### config.mk
export PLATFORM = sky130hd
export DESIGN_NAME = slot_clk_mask_loader
export DESIGN_NICKNAME = d
export VERILOG_FILES = /design/src/rtl/scm_pkg.sv /design/src/rtl/scm_shift_rx.sv /design/src/rtl/scm_mask_reg.sv /design/src/rtl/scm_en_decode.sv /design/src/rtl/slot_clk_mask_loader.sv
export SDC_FILE = /design/constraint.sdc
export NUM_CORES = 1
export LEC_CHECK = 0
export ABC_AREA = 1
export BUFFER_PORTS_ARGS = -buffer_cell sky130_fd_sc_hd__buf_4
export CORE_MARGIN = 4
export CORE_UTILIZATION = 55
export DETAILED_ROUTE_END_ITERATION = 6
export PLACE_DENSITY = 0.9
export SETUP_SLACK_MARGIN = 0.2
export SLEW_MARGIN = 10
export SYNTH_ARGS = -nofsm -noshare
export SYNTH_HDL_FRONTEND = slang
export SYNTH_HIERARCHICAL = 1
export SYNTH_SLANG_ARGS = --single-unit
### constraint.sdc
create_clock -name clk -period 2.2 [get_ports clk]
set_input_delay 0.22 -clock clk [delete_from_list [all_inputs] [get_ports clk]]
set_output_delay 0.22 -clock clk [all_outputs]
set_load 0.01 [all_outputs]
### src/rtl/scm_pkg.sv
package scm_pkg;

    localparam int WORD_W  = 16;
    localparam int SLOT_N  = 4;
    localparam int DEV_N   = 5;
    localparam int DEV_LSB = 2 * SLOT_N;
    localparam int FB_BIT  = DEV_LSB + DEV_N;
    localparam int OUT_N   = SLOT_N + DEV_N + 1;
    localparam int CNT_W   = $clog2(WORD_W);

    typedef logic [WORD_W-1:0] ctl_word_t;

    localparam ctl_word_t LIVE_BITS = {WORD_W{1'b1}} >> (WORD_W - FB_BIT - 1);

    typedef struct packed {
        ctl_word_t          word;
        logic [CNT_W-1:0]   cnt;
    } rx_state_t;

    function automatic ctl_word_t scrub(ctl_word_t w);
        return w & LIVE_BITS;
    endfunction

endpackage

### src/rtl/scm_shift_rx.sv
module scm_shift_rx
    import scm_pkg::*;
(
    input  logic      clk,
    input  logic      rst,
    input  logic      win,
    input  logic      sh_en,
    input  logic      din,
    output ctl_word_t word_o,
    output logic      done_o
);
    localparam logic [CNT_W-1:0] LAST = CNT_W'(WORD_W - 1);

    rx_state_t st_q;
    logic      take;
    logic      last;
    ctl_word_t shifted;

    assign take    = win && sh_en;
    assign last    = take && (st_q.cnt == LAST);
    assign shifted = {din, st_q.word[WORD_W-1:1]};

    always_ff @(posedge clk) begin
        if (rst) begin
            st_q <= '0;
        end else if (!win) begin
            st_q.cnt <= '0;
        end else if (take) begin
            st_q.word <= shifted;
            st_q.cnt  <= last ? '0 : st_q.cnt + 1'b1;
        end
    end

    assign word_o = shifted;
    assign done_o = last;

    // idle shift cycles keep the gathered bits
    a_r4_idle_holds: assert property (@(posedge clk) disable iff (rst)
        !sh_en |=> $stable(st_q.word));

    // a closed window restarts the bit count
    a_r5_window_restarts: assert property (@(posedge clk) disable iff (rst)
        !win |=> (st_q.cnt == '0));

endmodule

### src/rtl/scm_mask_reg.sv
module scm_mask_reg
    import scm_pkg::*;
(
    input  logic      clk,
    input  logic      rst,
    input  logic      ld,
    input  ctl_word_t ld_word,
    input  logic      wr,
    input  ctl_word_t wr_word,
    output ctl_word_t q
);
    ctl_word_t mask_q;

    always_ff @(posedge clk) begin
        if (rst)       mask_q <= '0;
        else if (wr)   mask_q <= scrub(wr_word);
        else if (ld)   mask_q <= scrub(ld_word);
    end

    assign q = mask_q;

    // a write lands on the next edge and beats a serial load
    a_r10_write_lands: assert property (@(posedge clk) disable iff (rst)
        wr |=> (q == scrub($past(wr_word))));

    // no source, no change
    a_r3_hold_between: assert property (@(posedge clk) disable iff (rst)
        (!wr && !ld) |=> $stable(q));

    // reserved bits stay clear
    a_r9_reserved_zero: assert property (@(posedge clk) disable iff (rst)
        q[WORD_W-1:FB_BIT+1] == '0);

endmodule

### src/rtl/scm_en_decode.sv
module scm_en_decode
    import scm_pkg::*;
(
    input  logic [FB_BIT:0]  live,
    output logic [OUT_N-1:0] en
);
    genvar s, d;
    generate
        for (s = 0; s < SLOT_N; s++) begin : g_slot
            assign en[s] = ~(live[2*s] & live[2*s+1]);
        end
        for (d = 0; d < DEV_N; d++) begin : g_dev
            assign en[SLOT_N+d] = ~live[DEV_LSB+d];
        end
    endgenerate

    assign en[OUT_N-1] = ~live[FB_BIT];

endmodule

### src/rtl/slot_clk_mask_loader.sv
module slot_clk_mask_loader
    import scm_pkg::*;
(
    input  logic              clk,
    input  logic              rst,
    input  logic              load_win,
    input  logic              ser_din,
    input  logic              shift_en,
    input  logic              cfg_wr,
    input  logic [WORD_W-1:0] cfg_wdata,
    output logic [WORD_W-1:0] mask_q,
    output logic [OUT_N-1:0]  clk_en
);
    ctl_word_t rx_word;
    logic      rx_done;
    ctl_word_t mask_w;

    scm_shift_rx u_rx (
        .clk    (clk),
        .rst    (rst),
        .win    (load_win),
        .sh_en  (shift_en),
        .din    (ser_din),
        .word_o (rx_word),
        .done_o (rx_done)
    );

    scm_mask_reg u_mask (
        .clk     (clk),
        .rst     (rst),
        .ld      (rx_done),
        .ld_word (rx_word),
        .wr      (cfg_wr),
        .wr_word (cfg_wdata),
        .q       (mask_w)
    );

    scm_en_decode u_dec (
        .live (mask_w[FB_BIT:0]),
        .en   (clk_en)
    );

    assign mask_q = mask_w;

    // leaving reset, every clock runs
    a_r1_reset_enables: assert property (@(posedge clk)
        $fell(rst) |-> (&clk_en));

    // an all-zero mask never stops a clock
    a_r6_zero_mask_runs: assert property (@(posedge clk) disable iff (rst)
        (mask_q == '0) |-> (&clk_en));

endmodule

==> results of run 1 <==
[through the flow]
| stage | total power, mW | instances | area [um2] | worst slack, ns |
|---|---|---|---|---|
| final | 1.13 | 288 | 1810 | 0.585 |
| after global routing | 1.20 | 288 | 1810 | 0.393 |
| after CTS | 1.14 | 288 | 1810 | 0.580 |
| after detailed placement | 0.836 | 280 | 1770 | 0.608 |
| after global placement | 0.830 | 280 | 1770 | 0.647 |
| after floorplan | 0.795 | 231 | 1610 | 0.688 |
[where the power goes]
| group | total (mW) | internal [mW] | switching [mW] |
|---|---|---|---|
| registers | 0.654 | 0.630 | 0.0238 |
| clock network | 0.313 | 0.127 | 0.185 |
| logic | 0.168 | 0.0792 | 0.0889 |
[worst max-delay path, stage by stage, from the launching register on]
cell and delay [ns]:
dfxtp_1 0.36, ha_1 0.24, nand3_1 0.14, nor2_1 0.05, buf_4 0.20, nor2_4 0.28
nand2_1 0.12, nand3_1 0.09, nand2_1 0.05, inv_1 0.06
[per-layer routing]
layer	vias to the layer above	track usage	routed length [um]
li1	746	-	-
met1	587	0.210	1370
met2	52	0.274	1390
met3	2	0.0682	303
met4	0	0.0636	23
met5	-	0	0
[area by class of cell]
type | instances | area [um2] | share of cell area
sequential | 33 | 661 | 0.364
multi-input combinational | 146 | 638 | 0.352
timing repair buffer | 44 | 330 | 0.182
inverter | 26 | 97.6 | 0.0538
clock buffer | 8 | 48.8 | 0.0269
tap | 31 | 38.8 | 0.0214
[cells in the final DEF, fill, tap and decap left out]
cell type and count:
o21ai_2 1, nor2_4 1, o21bai_1 1, clkbuf_1 3, nand2_2 1, nand2_1 53, o21ai_1 7, buf_4 44
o21ai_0 8, inv_2 3, nor2_1 36, nor3_1 1, ha_1 1, dfxtp_1 33, conb_1 2, inv_1 23
a21oi_1 2, nand3_1 32, clkbuf_4 5
[sequential cells by signal, summed over array words and instances (netlist names)]
register     cells
u_rx/word_o     15
u_rx/st_q        4
u_mask/q        14
[worst max-delay path by stage]
stage	endpoint	cells after the start	from	slack, ns
finish	u_mask/q[10]	9	u_rx/st_q[0]	0.59
global route	u_mask/q[10]	9	u_rx/st_q[0]	0.39
CTS	u_mask/q[10]	9	u_rx/st_q[0]	0.58
detailed placement	u_mask/q[9]	9	u_rx/st_q[0]	0.61
global placement	u_mask/q[12]	9	u_rx/st_q[0]	0.65
floorplan	u_mask/q[1]	9	u_rx/st_q[0]	0.69
==> impl_metrics.yaml, run 1 <==
run_status:
  outcome: "finished clean"
sta:
  fin_crit_sh: 0.734
  finClkSkew_ns: 0.00924
  setup_viol: 0
  timing.hold.ws_ns: 0.149
  drv_slew: 0
  fmax_mhz: 619
  tns_ns: 0
  period_minus_slack_ns: 1.61
  grt_setup_unrepaired: "false"
  hold_viol_final: 0
run:
  drv_cap: 0
cts:
  postCtsHoldBufs: 0
  clkSlewWorstSetupHoldPaths_ns: 0.10
  ctsHtreeMaxLevel: 2
  cts_resized: 0
  cts_buffers: 5
  cts_root_buf: "clkbuf_4"
  tritoncts: "built"
  post_cts_buffers: 0
  clock-sinks: 33
  cts_buffer_depth: 2
  clkLatencyLatePin_ns: 0.33
setup_path:
  crit_type: "flop to flop"
  timing.rr.start: "u_rx/st_q[0]"
  ff2ff_setup_slack_ns: 0.59
  start_kind: "flop"
  path_max_fanout: 15
  worst_ep_arrival_time_ns: 1.89
  crit_path_end_kind: "flop"
  r2r_cells: 9
  crit_required_ns: 2.48
  r2r-end: "u_mask/q[10]"
route:
  wl_per_cell_um: 10.7
  postRouteAntennaNets: 0
  initialDrtViolationCount: 85
  totalWireLength_um: 3090
  num_vias: 1387
  drc: 0
  vias_per_cell: 4.82
  drtPass1Iterations: 4
synthesis:
  synth_cells: 230
  ys_warn_count: 6
  syn_area_per_cell_um2: 7.00
  netlist_area_um2: 1610
worst_hold_path:
  hold_end: "u_rx/word_o[14]"
  min_path_cells: 3
  worstHoldStart: "ser_din"
  min_path_type: "primary input to flop"
grt:
  grt_pass1_vias: 1125
  grt_antenna_before_repair: 0
  grtUsageTotal: 0.172
  grt_overflow: 0
  grt_pass1_wl_um: 4810
  grt_max_degree: 21
place:
  io_buffers: 43
  routabilityCongestion: 0.773
  hpwl_um: 2160
pwr:
  max-vdd-ir-drop_mv: 0.590
  leakage_nw: 0.921
  power.density_nw_per_um2: 625
final_layout:
  n_antenna_cell: 0
  filler_cell_count: 253
  drive_gt1_frac: 0.214
  num-nets-final: 279
  fin_util: 0.652
  areaGrowthSynthToFinish_pct: 12.8
floorplanning:
  start_util: 0.578
  dieArea_um2: 3860
  die_height_um: 62.1
  rows: 19
  coreArea_um2: 2780
  die-width_um: 62.1
  io_pins: 48
Note: power is estimated with default switching activity, not from simulation.
==> inputs of run 2 (changes only) <==
CORE_UTILIZATION = 46   (was 55)
PLACE_DENSITY = 0.81   (was 0.9)
clock period = 1.39 ns   (was 2.2 ns; I/O delays follow)
==> impl_metrics.yaml, run 2 (synthesis results as in run 1) <==
floorplanning:
  coreArea_um2: 3360
  io_pins: 48
  rows: 21
  dieArea_um2: 4510
  die-width_um: 67.1
  start_util: 0.478
  die_height_um: 67.1
grt:
  grt_antenna_before_repair: 0
  grt_max_degree: 20
  grtUsageTotal: 0.155
  grt_overflow: 0
  grt_pass1_wl_um: 5240
  grt_pass1_vias: 1227
pwr:
  leakage_nw: 1.07
  p_sw_mw: 0.508
  max-vdd-ir-drop_mv: 0.405
  power_frac_seq: 0.564
  total_power_mw: 1.85
  comb_power_share: 0.168
  power.density_nw_per_um2: 885
  p_sw_frac: 0.275
  clockPowerShare: 0.269
  p_int_mw: 1.34
cts:
  cts_buffer_depth: 2
  cts_buffers: 5
  cts_root_buf: "clkbuf_4"
  clkLatencyLatePin_ns: 0.33
  ctsHtreeMaxLevel: 2
  tritoncts: "built"
  clock-sinks: 33
  postCtsHoldBufs: 0
  clkSlewWorstSetupHoldPaths_ns: 0.10
final_layout:
  layout_common_cells: "buf_4, nand2_1, nor2_1"
  largest_reg_flops: 15
  drive_gt1_frac: 0.351
  fin_area_um2: 2090
  areaGrowthSynthToFinish_pct: 29.9
  mostFrequentLayoutCell: "buf_4"
  num-nets-final: 290
  n_antenna_cell: 0
sta:
  period_minus_slack_ns: 1.35
  fin_crit_sh: 0.972
  setup_viol: 0
  drv_slew: 0
  fmax_mhz: 740
  grt_setup_unrepaired: "true"
  finClkSkew_ns: 0.00467
  hold_viol_final: 0
setup_path:
  max_stage_delay_ns: 0.36
  crit_type: "flop to flop"
  start_kind: "flop"
  worstPathCellList: "ha_4 -> nand3_4 -> nor2_4 -> nor2_4 -> clkbuf_16 -> nand2_1 -> nand3_1 -> nand2_1 -> inv_1"
  path_buf_inv: 2
  crit_required_ns: 1.63
  path_max_fanout: 7
  crit_path_end_kind: "flop"
  worst_ep_arrival_time_ns: 1.59
  worst_path_max_delay_cell: "dfxtp_2"
  crit_family: "simple AND/OR/NAND/NOR gates"
route:
  vias_per_cell: 4.74
  drc: 0
  routedLengthMet1_um: 1540
  totalWireLength_um: 3560
  postRouteAntennaNets: 0
  num_vias: 1489
  wl_per_cell_um: 11.3
  wl_met2_um: 1740
  drtPass1Iterations: 4
  initialDrtViolationCount: 55
  top_layer_used: "met4"
  wl_met3_um: 238
place:
  hpwl_um: 2300
  routabilityCongestion: 0.698
  io_buffers: 43
  place_area_um2: 1850
run:
  drv_cap: 0
worst_hold_path:
  min_path_type: "primary input to flop"
run_status:
  outcome: "finished clean"
-- run 2: cell types whose count changed in the layout (fill, tap and decap cells not counted), sizes merged --
| cell | delta |
|---|---|
| buf | +10 |
| clkbuf | -1 |
| clkinv | +2 |
-- run 2: power by group through the flow --
stage / combinational, mW / clock [mW] / sequential, mW
4_1_cts: 0.277 / 0.521 / 1.04
3_3_place_gp: 0.270 / 0 / 1.05
3_5_place_dp: 0.275 / 0 / 1.06
5_1_grt: 0.343 / 0.563 / 1.05
2_1_floorplan: 0.200 / 0 / 1.06
6_report: 0.310 / 0.497 / 1.04
-- run 2: layer usage --
layer | up-vias | GRT usage
li1 | 765 | -
met1 | 672 | 0.174
met2 | 47 | 0.261
met3 | 5 | 0.0516
met4 | 0 | 0.0759
met5 | - | 0
-- run 2: worst min-delay path: cells and delay by family --
kind / cells / cell delay [ns]
AOI/OAI and AO/OA: 1 / 0.07
buffers and inverters: 1 / 0.07
and+or+nand+nor: 1 / 0.08
-- run 2: worst paths after layout --
| kind | start | endpoint | slack (ns) | depth (start not counted) |
|---|---|---|---|---|
| max | u_rx/st_q[1] | u_mask/q[9] | 0.04 | 9 |
| min | ser_din | u_rx/word_o[14] | 0.06 | 3 |
| max reg2reg | u_rx/st_q[1] | u_mask/q[9] | 0.04 | 9 |
| min reg2reg | u_rx/word_o[14] | u_rx/word_o[14] | 0.49 | 2 |
-- run 2: cell type report --
type / instances / area [um2]
sequential: 33 / 663
timing repair buffer: 55 / 447
tap: 46 / 57.6
clock inverter: 2 / 10.0
fill: 297 / 1270
clock buffer: 6 / 41.3
inverter: 26 / 97.6
multi-input combinational: 146 / 773
-- run 2: what timing repair did --
action / CTS / global route
hold endpoints to repair: 0 / 0
buffers inserted: 4 / 2
pin swaps: 3 / 4
gates cloned: 0 / 1
resized for setup: 3 / 23
endpoints found under the setup margin: 14 / 14
-- run 2: through the flow --
step | TNS [ns] | util | cells | hold slack (ns) | worst slack, ns
after floorplan | 0 | - | 231 | 0.288 | 0.137
after global placement | 0 | 0.550 | 299 | 0.391 | 0.0619
after detailed placement | 0 | 0.550 | 299 | 0.397 | 0.00479
after CTS | 0 | 0.578 | 311 | 0.0426 | 0.0888
after global routing | -0.268 | 0.621 | 314 | 0.0461 | -0.0405
final | 0 | 0.621 | 314 | 0.0596 | 0.0382
==> inputs of run 3 (changes only) <==
PLACE_DENSITY = 0.75   (was 0.81)
==> impl_metrics.yaml, run 3 (synthesis results as in run 1) <==
run_status:
  outcome: "finished clean"
final_layout:
  drive_gt1_frac: 0.316
  filler_cell_count: 332
  layout_common_cells: "buf_4, nand2_1, nor2_1"
  n_antenna_cell: 0
  areaGrowthSynthToFinish_pct: 26.0
  num-nets-final: 288
  largest_reg_flops: 15
  mostFrequentLayoutCell: "buf_4"
route:
  drtPass1Iterations: 4
  drc: 0
  initialDrtViolationCount: 47
  wl_per_cell_um: 10.8
  postRouteAntennaNets: 0
  vias_per_cell: 4.77
  totalWireLength_um: 3360
  num_vias: 1487
grt:
  grtUsageTotal: 0.153
  grt_max_degree: 20
  grt_pass1_wl_um: 5240
  grt_pass1_vias: 1258
  grt_overflow: 0
  grt_antenna_before_repair: 0
sta:
  period_minus_slack_ns: 1.37
  fmax_mhz: 731
  fin_crit_sh: 0.984
  hold_viol_final: 0
  drv_slew: 0
  timing.final.ws_setup_ns: 0.0220
  grt_setup_unrepaired: "true"
  setup_viol: 0
  finClkSkew_ns: 0.0120
  tns_ns: 0
pwr:
  max-vdd-ir-drop_mv: 0.553
  total_power_mw: 1.84
  leakage_nw: 1.03
  power.density_nw_per_um2: 907
place:
  pre_cts_ws_ns: 0.0158
  routabilityCongestion: 0.761
  hpwl_um: 2250
  io_buffers: 43
floorplanning:
  start_util: 0.478
  rows: 21
  die_height_um: 67.1
  io_pins: 48
  dieArea_um2: 4510
  coreArea_um2: 3360
  die-width_um: 67.1
cts:
  tritoncts: "built"
  clkSlewWorstSetupHoldPaths_ns: 0.10
  cts_buffers: 5
  cts_root_buf: "clkbuf_4"
  ctsHtreeMaxLevel: 2
  clkLatencyLatePin_ns: 0.33
  cts_buffer_depth: 2
  postCtsHoldBufs: 0
  clock-sinks: 33
setup_path:
  worst_ep_arrival_time_ns: 1.61
  start_kind: "flop"
  crit_required_ns: 1.63
  crit_path_end_kind: "flop"
  crit_type: "flop to flop"
  r2r_cells: 9
  path_max_fanout: 7
worst_hold_path:
  min_path_cells: 3
  min_path_type: "primary input to flop"
run:
  drv_cap: 0
## run 3: final cells by class
type	count	area, um2	share of cell area
clock buffers	6	41.3	0.0204
clock inverters	2	10.0	0.00494
inverters	26	97.6	0.0481
multi-input cells	146	723	0.357
flip-flops and latches	33	666	0.328
well taps	46	57.6	0.0284
repair buffers	53	432	0.213
## run 3: path summary, 6_finish.rpt
path | startpoint | end | slack (ns)
max | u_rx/st_q[1] | u_mask/q[5] | 0.02
min | ser_din | u_rx/word_o[14] | 0.07
max reg2reg | u_rx/st_q[1] | u_mask/q[5] | 0.02
min reg2reg | u_rx/word_o[14] | u_rx/word_o[14] | 0.48
## run 3: stage by stage
step	instances	util	hold slack (ns)	instance area, um2
floorplan	231	-	0.288	1650
global placement	299	0.554	0.408	1860
detailed placement	299	0.554	0.411	1860
CTS	310	0.577	0.0587	1940
global route	312	0.603	0.0613	2030
finish	312	0.603	0.0747	2030
## run 3: worst max-delay path: stages (launching register included)
cell       delay, ns
dfxtp_4         0.37
ha_4            0.15
nand3_4         0.09
nor2_4          0.20
nor2_4          0.08
clkbuf_16       0.16
nand2_1         0.06
nand3_1         0.07
nand2_1         0.07
inv_1           0.04
## run 3: what timing repair did
item	in CTS	in global routing
cloned	0	1
pin swaps	2	4
setup buffers	3	1
endpoints found under the hold margin	0	0
setup endpoints to repair	14	14
gates resized for setup	2	14
## run 3: power by group
group,switching [mW],internal [mW]
clock,0.310,0.192
sequential,0.0397,0.996
combinational,0.153,0.147
total,0.503,1.34
## run 3: layer usage
metal  GRT usage  wire length [um]
met1       0.182              1440
met2       0.244              1600
met4      0.0962                78
met5           0                 0
met3      0.0416               240
